[src/rtl/vcatch_pkg.sv]
package vcatch_pkg;
  localparam int REG_W   = 32;
  localparam int SLOT_W  = 3;
  localparam int NSLOT   = 1 << SLOT_W;
  localparam int OFS_LSB = 2;

  // lane group base positions inside the enable value
  localparam int NS_BASE  = 24;
  localparam int SEC_BASE = 0;
  localparam int MON_BASE = 8;

  // slots that can ever catch, and those valid in monitor context
  localparam logic [NSLOT-1:0] SLOT_USABLE = 8'b1101_1110;
  localparam logic [NSLOT-1:0] MON_USABLE  = 8'b1101_1100;

  typedef enum logic [1:0] {
    CTX_NONSEC = 2'd0,
    CTX_SEC    = 2'd1,
    CTX_MON    = 2'd2,
    CTX_BAD    = 2'd3
  } sec_ctx_t;

  typedef enum logic [1:0] {
    TOP_ABSENT = 2'd0,
    TOP_NARROW = 2'd1,
    TOP_WIDE   = 2'd2,
    TOP_BAD    = 2'd3
  } top_cfg_t;
endpackage

[src/rtl/vcatch_addr_match.sv]
module vcatch_addr_match
  import vcatch_pkg::*;
#(
  parameter int ADDR_W = 32
) (
  input  logic                 fetch_valid,
  input  logic [ADDR_W-1:0]    fetch_addr,
  input  logic [ADDR_W-1:0]    vec_base,
  output logic                 slot_hit,
  output logic [SLOT_W-1:0]    slot_idx
);
  localparam int WIN_W = SLOT_W + OFS_LSB;

  logic [ADDR_W-1:0] delta;
  logic              in_window;
  logic              aligned;

  always_comb begin
    delta     = fetch_addr - vec_base;
    in_window = (delta[ADDR_W-1:WIN_W] == '0);
    aligned   = (delta[OFS_LSB-1:0] == '0);
    slot_hit  = fetch_valid & in_window & aligned;
    slot_idx  = delta[WIN_W-1:OFS_LSB];
  end
endmodule

[src/rtl/vcatch_lane_pick.sv]
module vcatch_lane_pick
  import vcatch_pkg::*;
(
  input  logic [REG_W-1:0] catch_reg,
  input  sec_ctx_t         ctx,
  input  top_cfg_t         cfg,
  output logic [NSLOT-1:0] lane_en
);
  logic [NSLOT-1:0] ns_en;
  logic [NSLOT-1:0] sec_en;
  logic [NSLOT-1:0] mon_en;

  for (genvar s = 0; s < NSLOT; s++) begin : g_slot
    assign ns_en[s]  = SLOT_USABLE[s] & catch_reg[NS_BASE + s];
    assign sec_en[s] = SLOT_USABLE[s] & catch_reg[SEC_BASE + s];
    assign mon_en[s] = MON_USABLE[s]  & catch_reg[MON_BASE + s];
  end

  always_comb begin
    lane_en = '0;
    unique case (cfg)
      TOP_ABSENT: lane_en = sec_en;
      TOP_NARROW: begin
        unique case (ctx)
          CTX_NONSEC: lane_en = ns_en;
          CTX_SEC:    lane_en = sec_en;
          CTX_MON:    lane_en = mon_en;
          default:    lane_en = '0;
        endcase
      end
      TOP_WIDE: begin
        unique case (ctx)
          CTX_NONSEC: lane_en = ns_en;
          CTX_SEC:    lane_en = sec_en;
          default:    lane_en = '0;
        endcase
      end
      default: lane_en = '0;
    endcase
  end
endmodule

[src/rtl/vcatch_event_reg.sv]
module vcatch_event_reg
  import vcatch_pkg::*;
(
  input  logic              clk,
  input  logic              rst,
  input  logic              fire,
  input  logic [SLOT_W-1:0] fire_idx,
  output logic              evt_q,
  output logic [SLOT_W-1:0] idx_q
);
  always_ff @(posedge clk) begin
    if (rst) begin
      evt_q <= 1'b0;
      idx_q <= '0;
    end else begin
      evt_q <= fire;
      idx_q <= fire ? fire_idx : '0;
    end
  end
endmodule

[src/rtl/vcatch_detector.sv]
module vcatch_detector
  import vcatch_pkg::*;
#(
  parameter int ADDR_W = 32
) (
  input  logic              clk,
  input  logic              rst,
  input  logic              fetch_valid,
  input  logic [ADDR_W-1:0] fetch_addr,
  input  logic [ADDR_W-1:0] vec_base,
  input  logic [1:0]        sec_ctx,
  input  logic [1:0]        top_cfg,
  input  logic [31:0]       catch_reg,
  output logic              catch_evt,
  output logic [2:0]        catch_idx
);
  localparam logic [REG_W-1:0] LIVE_MASK = 32'hDE00_DCDE;

  logic              slot_hit;
  logic [SLOT_W-1:0] slot_idx;
  logic [NSLOT-1:0]  lane_en;
  logic              fire;

  vcatch_addr_match #(.ADDR_W(ADDR_W)) u_match (
    .fetch_valid (fetch_valid),
    .fetch_addr  (fetch_addr),
    .vec_base    (vec_base),
    .slot_hit    (slot_hit),
    .slot_idx    (slot_idx)
  );

  vcatch_lane_pick u_pick (
    .catch_reg (catch_reg),
    .ctx       (sec_ctx_t'(sec_ctx)),
    .cfg       (top_cfg_t'(top_cfg)),
    .lane_en   (lane_en)
  );

  assign fire = slot_hit & lane_en[slot_idx];

  vcatch_event_reg u_evt (
    .clk      (clk),
    .rst      (rst),
    .fire     (fire),
    .fire_idx (slot_idx),
    .evt_q    (catch_evt),
    .idx_q    (catch_idx)
  );


  reset_clear_chk: assert property (@(posedge clk)
    rst |=> (!catch_evt && catch_idx == '0));


  no_fetch_no_event_chk: assert property (@(posedge clk) disable iff (rst)
    !fetch_valid |=> !catch_evt);


  skip_slots_chk: assert property (@(posedge clk) disable iff (rst)
    catch_evt |-> (catch_idx != 3'd0 && catch_idx != 3'd5));


  idle_idx_zero_chk: assert property (@(posedge clk) disable iff (rst)
    !catch_evt |-> catch_idx == 3'd0);


  wide_monitor_quiet_chk: assert property (@(posedge clk) disable iff (rst)
    (top_cfg == 2'd2 && sec_ctx == 2'd2) |=> !catch_evt);


  bad_code_quiet_chk: assert property (@(posedge clk) disable iff (rst)
    (top_cfg == 2'd3 || (top_cfg != 2'd0 && sec_ctx == 2'd3)) |=> !catch_evt);


  reserved_only_quiet_chk: assert property (@(posedge clk) disable iff (rst)
    ((catch_reg & LIVE_MASK) == '0) |=> !catch_evt);
endmodule

[config.mk]
export PLATFORM = sky130hd
export DESIGN_NAME = vcatch_detector
export DESIGN_NICKNAME = d
export VERILOG_FILES = /design/src/rtl/vcatch_pkg.sv /design/src/rtl/vcatch_addr_match.sv /design/src/rtl/vcatch_lane_pick.sv /design/src/rtl/vcatch_event_reg.sv /design/src/rtl/vcatch_detector.sv
export SDC_FILE = /design/constraint.sdc
export NUM_CORES = 1
export LEC_CHECK = 0
export BUFFER_PORTS_ARGS = -buffer_cell sky130_fd_sc_hd__buf_2
export CAP_MARGIN = 20
export CORE_MARGIN = 2
export CORE_UTILIZATION = 25
export CTS_BUF_LIST = sky130_fd_sc_hd__clkbuf_8
export DETAILED_ROUTE_END_ITERATION = 8
export PLACE_DENSITY = 0.47
export SYNTH_ARGS = -nofsm -noshare
export SYNTH_HDL_FRONTEND = slang
export SYNTH_SLANG_ARGS = --single-unit
[constraint.sdc]
create_clock -name clk -period 3.9 [get_ports clk]
set_input_delay 0.585 -clock clk [delete_from_list [all_inputs] [get_ports clk]]
set_output_delay 0.585 -clock clk [all_outputs]
set_load 0.05 [all_outputs]
# --- Word-level counts from Yosys, hierarchy flattened ---
# Cells that the tools add are included.
totals:
  output_inout_bits: 4
  register_bits: 4
  input_bits: 103
classes:
  reduce_logical: 5
  n_mux: 5
  bitwise: 4
  magnitude_cmp: 1
  addsub: 1
  n_eq_ne: 4
ops:
  columns: ["cell", "count"]
  rows:
  - ["8-bit one-hot mux with 3 select lines", 2]
  - ["32-bit subtractor", 1]
  - ["27-bit zero test", 1]
  - ["8-bit one-hot mux with 2 select lines", 1]
  - ["2-bit zero test", 3]
  - ["2-bit by 1-bit equality test with 1-bit output, second input constant", 2]
  - ["2-bit equality test, second input constant", 2]
  - ["3-bit by 4-bit < comparator with 1-bit output, second input constant", 1]
  - ["1-bit bitwise AND", 3]
  - ["1-bit binary-select mux with 3-bit select", 1]
  - ["2-bit OR reduction", 1]
  - ["1-bit two-way mux", 1]
  - ["1-bit inverter", 1]

# --- Longest topological paths before layout ---
logic_depth:
  word_depth: 8
  ltp_mapped: 13

# --- Cells and area by module ---
# From an unflattened synthesis, not the netlist that was laid out.
unflattened:
  hier_cells: 398
  hier_area_um2: 2776.4
modules_own_cells:
  columns: ["module", "instances", "area_each_um2", "seq_area_each_um2", "cells_per_inst"]
  rows:
  - ["vcatch_addr_match", 1, 2294.7, 0.0, 344]
  - ["vcatch_lane_pick", 1, 291.5, 0.0, 39]
  - ["vcatch_event_reg", 1, 118.9, 80.1, 8]
  - ["vcatch_detector", 1, 71.3, 0.0, 7]

# --- Least setup slack after synthesis ---
# OpenSTA, ideal clock, no wires.
synth_timing:
  kind: "input port to flip-flop"
  start: "in fetch_addr[0]"
  end: "reg u_evt.evt_q"
  setup_ps: 96
  setup_slack_ps: 891
  cell_stages: 13
  arrival_time_ps: 2913
  required_ps: 3804
  path_cell_list: "inv_1 > ha_1 > fa_1 > nand2b_1 > a211oi_1 > nand2_1 > nand2_1 > a31oi_1 > nor4_1 > nor2_1 > o21ai_1 > xnor2_1 > nor4b_1"
synth_between:
  elab_chain_len: 5
  elab_cells_between_ends: 8
  classes_between: "add/sub: 1; mux: 2; bitwise: 3; reduce/logical: 2"
synth_lines:
  columns: ["item", "line_no", "source"]
  rows:
  - ["start, declared", "vcatch_detector.sv:9", "input logic [ADDR_W-1:0] fetch_addr,"]
  - ["32-bit subtractor *", "vcatch_addr_match.sv:19", "delta = fetch_addr - vec_base;"]
  - ["27-bit zero test", "vcatch_addr_match.sv:20", "in_window = (delta[ADDR_W-1:WIN_W] == '0);"]
  - ["1-bit bitwise AND (2 in series)", "vcatch_addr_match.sv:22", "slot_hit = fetch_valid & in_window & aligned;"]
  - ["1-bit bitwise AND *", "vcatch_detector.sv:39", "assign fire = slot_hit & lane_en[slot_idx];"]
  - ["end signal, assigned", "vcatch_event_reg.sv:16", "evt_q <= fire;"]
  - ["end, declared", "vcatch_event_reg.sv:8", "output logic evt_q,"]
# Every way passes the cells marked *; elsewhere a longest branch is shown, timed or not. The select of a mux whose other input is x is not followed.
# A chain may end at the register's enable or synchronous reset.

# --- Worst setup path in the final report ---
layout_timing:
  start: "in fetch_addr[12]"
  end: "reg u_evt.idx_q[2]"
layout_between:
  elab_chain_len: 7
layout_lines:
  columns: ["item", "line_no", "source"]
  rows:
  - ["32-bit subtractor", "vcatch_addr_match.sv:19", null]
  - ["27-bit zero test", "vcatch_addr_match.sv:20", null]
  - ["1-bit bitwise AND (2 in series)", "vcatch_addr_match.sv:22", null]
  - ["1-bit bitwise AND", "vcatch_detector.sv:39", null]
  - ["1-bit inverter (no source line)", null, null]
  - ["2-bit OR reduction (no source line)", null, null]
  - ["end signal, assigned", "vcatch_event_reg.sv:17", "idx_q <= fire ? fire_idx : '0;"]
  - ["end, declared", "vcatch_event_reg.sv:9", "output logic [SLOT_W-1:0] idx_q"]
# No other way between the ends.

==> summary.md <==
The logs give 2 for the maximum clock insertion buffer count and 0 for the number of setup buffers added after CTS. In this run the mean area of a mapped cell was 6.489 um2. The flow ran to the end, and the final reports show no timing, DRC or antenna violations. For this run, the top clock speed supported by timing is 287.8 MHz. The aggregate global-route resource usage came out at 0.1481.

For the number of different library cells in the post-synthesis netlist, the log shows 58. The arrival time reported for the critical path endpoint was 3.58 ns; the total wire length after detailed routing was 7.820 mm. Once routing completed, OpenROAD measured the worst setup slack at 0.4255 ns. For the final instance area, the log shows 3003 um2. The most frequent cell after synthesis was sky130_fd_sc_hd__inv_1. Setup violations remaining at the end of the flow were counted as 0.

At the pin with the least slew margin, the transition time is 0.7059 ns. The count of yosys warnings during synthesis was 0. Number of buffers added to fix hold violations after cts: 0. The number of placed instances, taps included, is 561. The die extent in x works out to 101.3 um.

In this design, the stage delay of the slowest critical-path cell is 0.47 ns. The tools report the via count of the first global-routing pass as 2777. The overall die height is 101.3 um.

Synthesis produced a netlist whose cell count is 365. The initialized floorplan defines 35 standard-cell rows. The HPWL after detailed placement was 6.766 mm. Before CTS, the worst setup slack after placement is 0.2409 ns. For this run the aggregate overflow at the end of global routing stands at 0. The number of maximum-capacitance violations is 0, and the max-slew headroom at the worst pin is 0.5278.

After the flow finishes, the layout carries non-filler instances totaling 564. The logs give 0 for the antenna diode count and 0.3265 for the final core utilization. The total power divided by cell area was 194.6 nW/um2; the detailed-routing iteration count for the pre-antenna-repair pass was 4. The total count of max-transition violations in the final report is 0, and the total negative setup slack is 0 ns. The worst setup path is launched from a primary input. After floorplanning, the core was sized to cover 9196 um2. In this run, post-CTS repair resized a total of 0 instances. The count of buffers added on input and output ports is 91. The average vias per placed instance came out at 5.197. TritonCTS built the clock tree. Setup repair after global routing left no endpoint under its margin.

For this design, the slowest cell found on the critical path is sky130_fd_sc_hd__a21oi_1. The worst hold path cell count was 5. Initial antenna violation count: 0. Period utilization: 0.8909. The worst hold-check path type was in2reg. The share of flip-flops with an asynchronous set or reset was 0; the share of Yosys cell area claimed by the top area cell type was 0.1638.

The signed area change from the synthesized netlist to the final layout was 26.78%; the number of nets produced by synthesis was 500. During I/O placement, the number of pins put on the boundary was 107. The cell at the root of the clock tree was sky130_fd_sc_hd__clkbuf_8.

The biggest area contributor in the post-synthesis netlist is sky130_fd_sc_hd__ha_1. The total number of H-tree levels was 1; the area enclosed by the die boundary was 10270 um2. The total leakage power was 1.467 nW; the proportion of layout cells with a drive suffix above 1 was 0.2340. The critical path start-end classification is in2reg. The run gives 0.05030 mV as the worst ir drop on vdd. The final hold violation count is 0, and the global-route wire length before repair is 12.59 mm.

Synthesis inferred 4 register bits. Number of routed nets with antenna violations: 0. The tree built by TritonCTS fans out to 4 sinks. The critical path goes through buf_2, ha_1, a21oi_1, o21ai_0, a21oi_1, nand3_1, nand3_1, o2111ai_1, nor4_1, nand4_1, nor4_1.

Routability-driven placement finished with a final weighted congestion of 0.8701. The final layout contains 590 nets. The via count is 2931. In this run the worst path has a maximum fanout of 8. Most common flop cell mapped by yosys: sky130_fd_sc_hd__dfxtp_1. The DRC marker count from the first detailed-route iteration was 133. The worst path in the final design needs a cycle of 3.475 ns, including I/O delays and setup. The endpoint type of the worst setup path was a register. The logs give 2962 um2 for the instance area at placement and 3 for the number of buffers created by CTS. The logs give 4.01 ns for the worst path required time and 0.5844 mW for the total power. Yosys attributes the largest share of cell area to sky130_fd_sc_hd__ha_1 16%, sky130_fd_sc_hd__a21oi_1 7.6%, sky130_fd_sc_hd__inv_1 6.5%. The mapped netlist covers 2369 um2.

The DRC violations left was 0; the effective utilization at floorplan was 0.2576. In the synthesized netlist, the cells that appear most often are 41 x sky130_fd_sc_hd__inv_1, 36 x sky130_fd_sc_hd__a21oi_1, 36 x sky130_fd_sc_hd__nand2_1. The part of the Yosys area used for sequential elements was 0.03381; the routed length per placed instance was 13.87 um.

Hold timing on the final database bottoms out at a slack of 0.9581 ns. The clock-pin slew on the worst setup and hold paths is 0.03 ns, and the number of flops mapped to enable cells by yosys is 0. Entering global routing, the biggest net connects 10 pins.
## per-layer routing
layer / share of wire / up-vias / routed length [um] / GRT usage
met5: 0 / - / 0 / 0
met4: 0.0079 / 0 / 62 / 0.02495
li1: - / 1524 / - / -
met1: 0.47 / 1337 / 3672 / 0.1970
met2: 0.49 / 64 / 3824 / 0.2690
met3: 0.033 / 6 / 260 / 0.005521
## where the power goes
group,switching [mW],internal (mW)
clock,0.0199,0.0657
sequential,0.00000000000306,0.0412
combinational,0.266,0.191
## registers in the layout, indices dropped and copies added, names as in the netlist
register	flops
u_evt.evt_q	1
u_evt.idx_q	3
## path summary, 6_finish.rpt
path                              to  slack [ns]            from
worst max-delay path  u_evt.idx_q[2]        0.43  fetch_addr[12]
worst min-delay path  u_evt.idx_q[1]        0.96   fetch_addr[3]
## kinds of logic after synthesis
family	share of synthesized area
and+or+nand+nor	0.2626
AOI/OAI and AO/OA	0.3450
buffers and inverters	0.08610
adders and majority gates	0.1722
xor gates and xnor gates	0.06656
muxes	0.03381
DFF	0.03381
## cells in the final DEF (no fill, tap or decap), types with 7 or more instances in the layout
cell type                   n
sky130_fd_sc_hd__a21oi_1   36
sky130_fd_sc_hd__buf_2     91
sky130_fd_sc_hd__ha_1      31
sky130_fd_sc_hd__inv_1     41
sky130_fd_sc_hd__mux2i_1    8
sky130_fd_sc_hd__nand2_1   36
sky130_fd_sc_hd__nand2b_1   7
sky130_fd_sc_hd__nand4_1   10
sky130_fd_sc_hd__nor2_1    35
sky130_fd_sc_hd__nor3_1    15
sky130_fd_sc_hd__nor4_1     7
sky130_fd_sc_hd__o21ai_0   14
sky130_fd_sc_hd__o21ai_1   10
sky130_fd_sc_hd__xnor2_1    8
sky130_fd_sc_hd__xor2_1    10
## critical path: cells and delay by family
kind	cells	cell delay (ns)
buffers and inverters	1	0.10
AOI/OAI and AO/OA	4	1.03
adders and majority gates	1	0.41
and+or+nand+nor	5	1.45
## area by class of cell
cell class,instances,area [um2]
clock buffers,3,41.29
fillers,1061,6193
inverters,42,157.7
multi-input cells,307,2085
flip-flops and latches,4,80.08
well taps,111,138.9
repair buffers,97,500.5
Power figures use the tool's default switching activity.
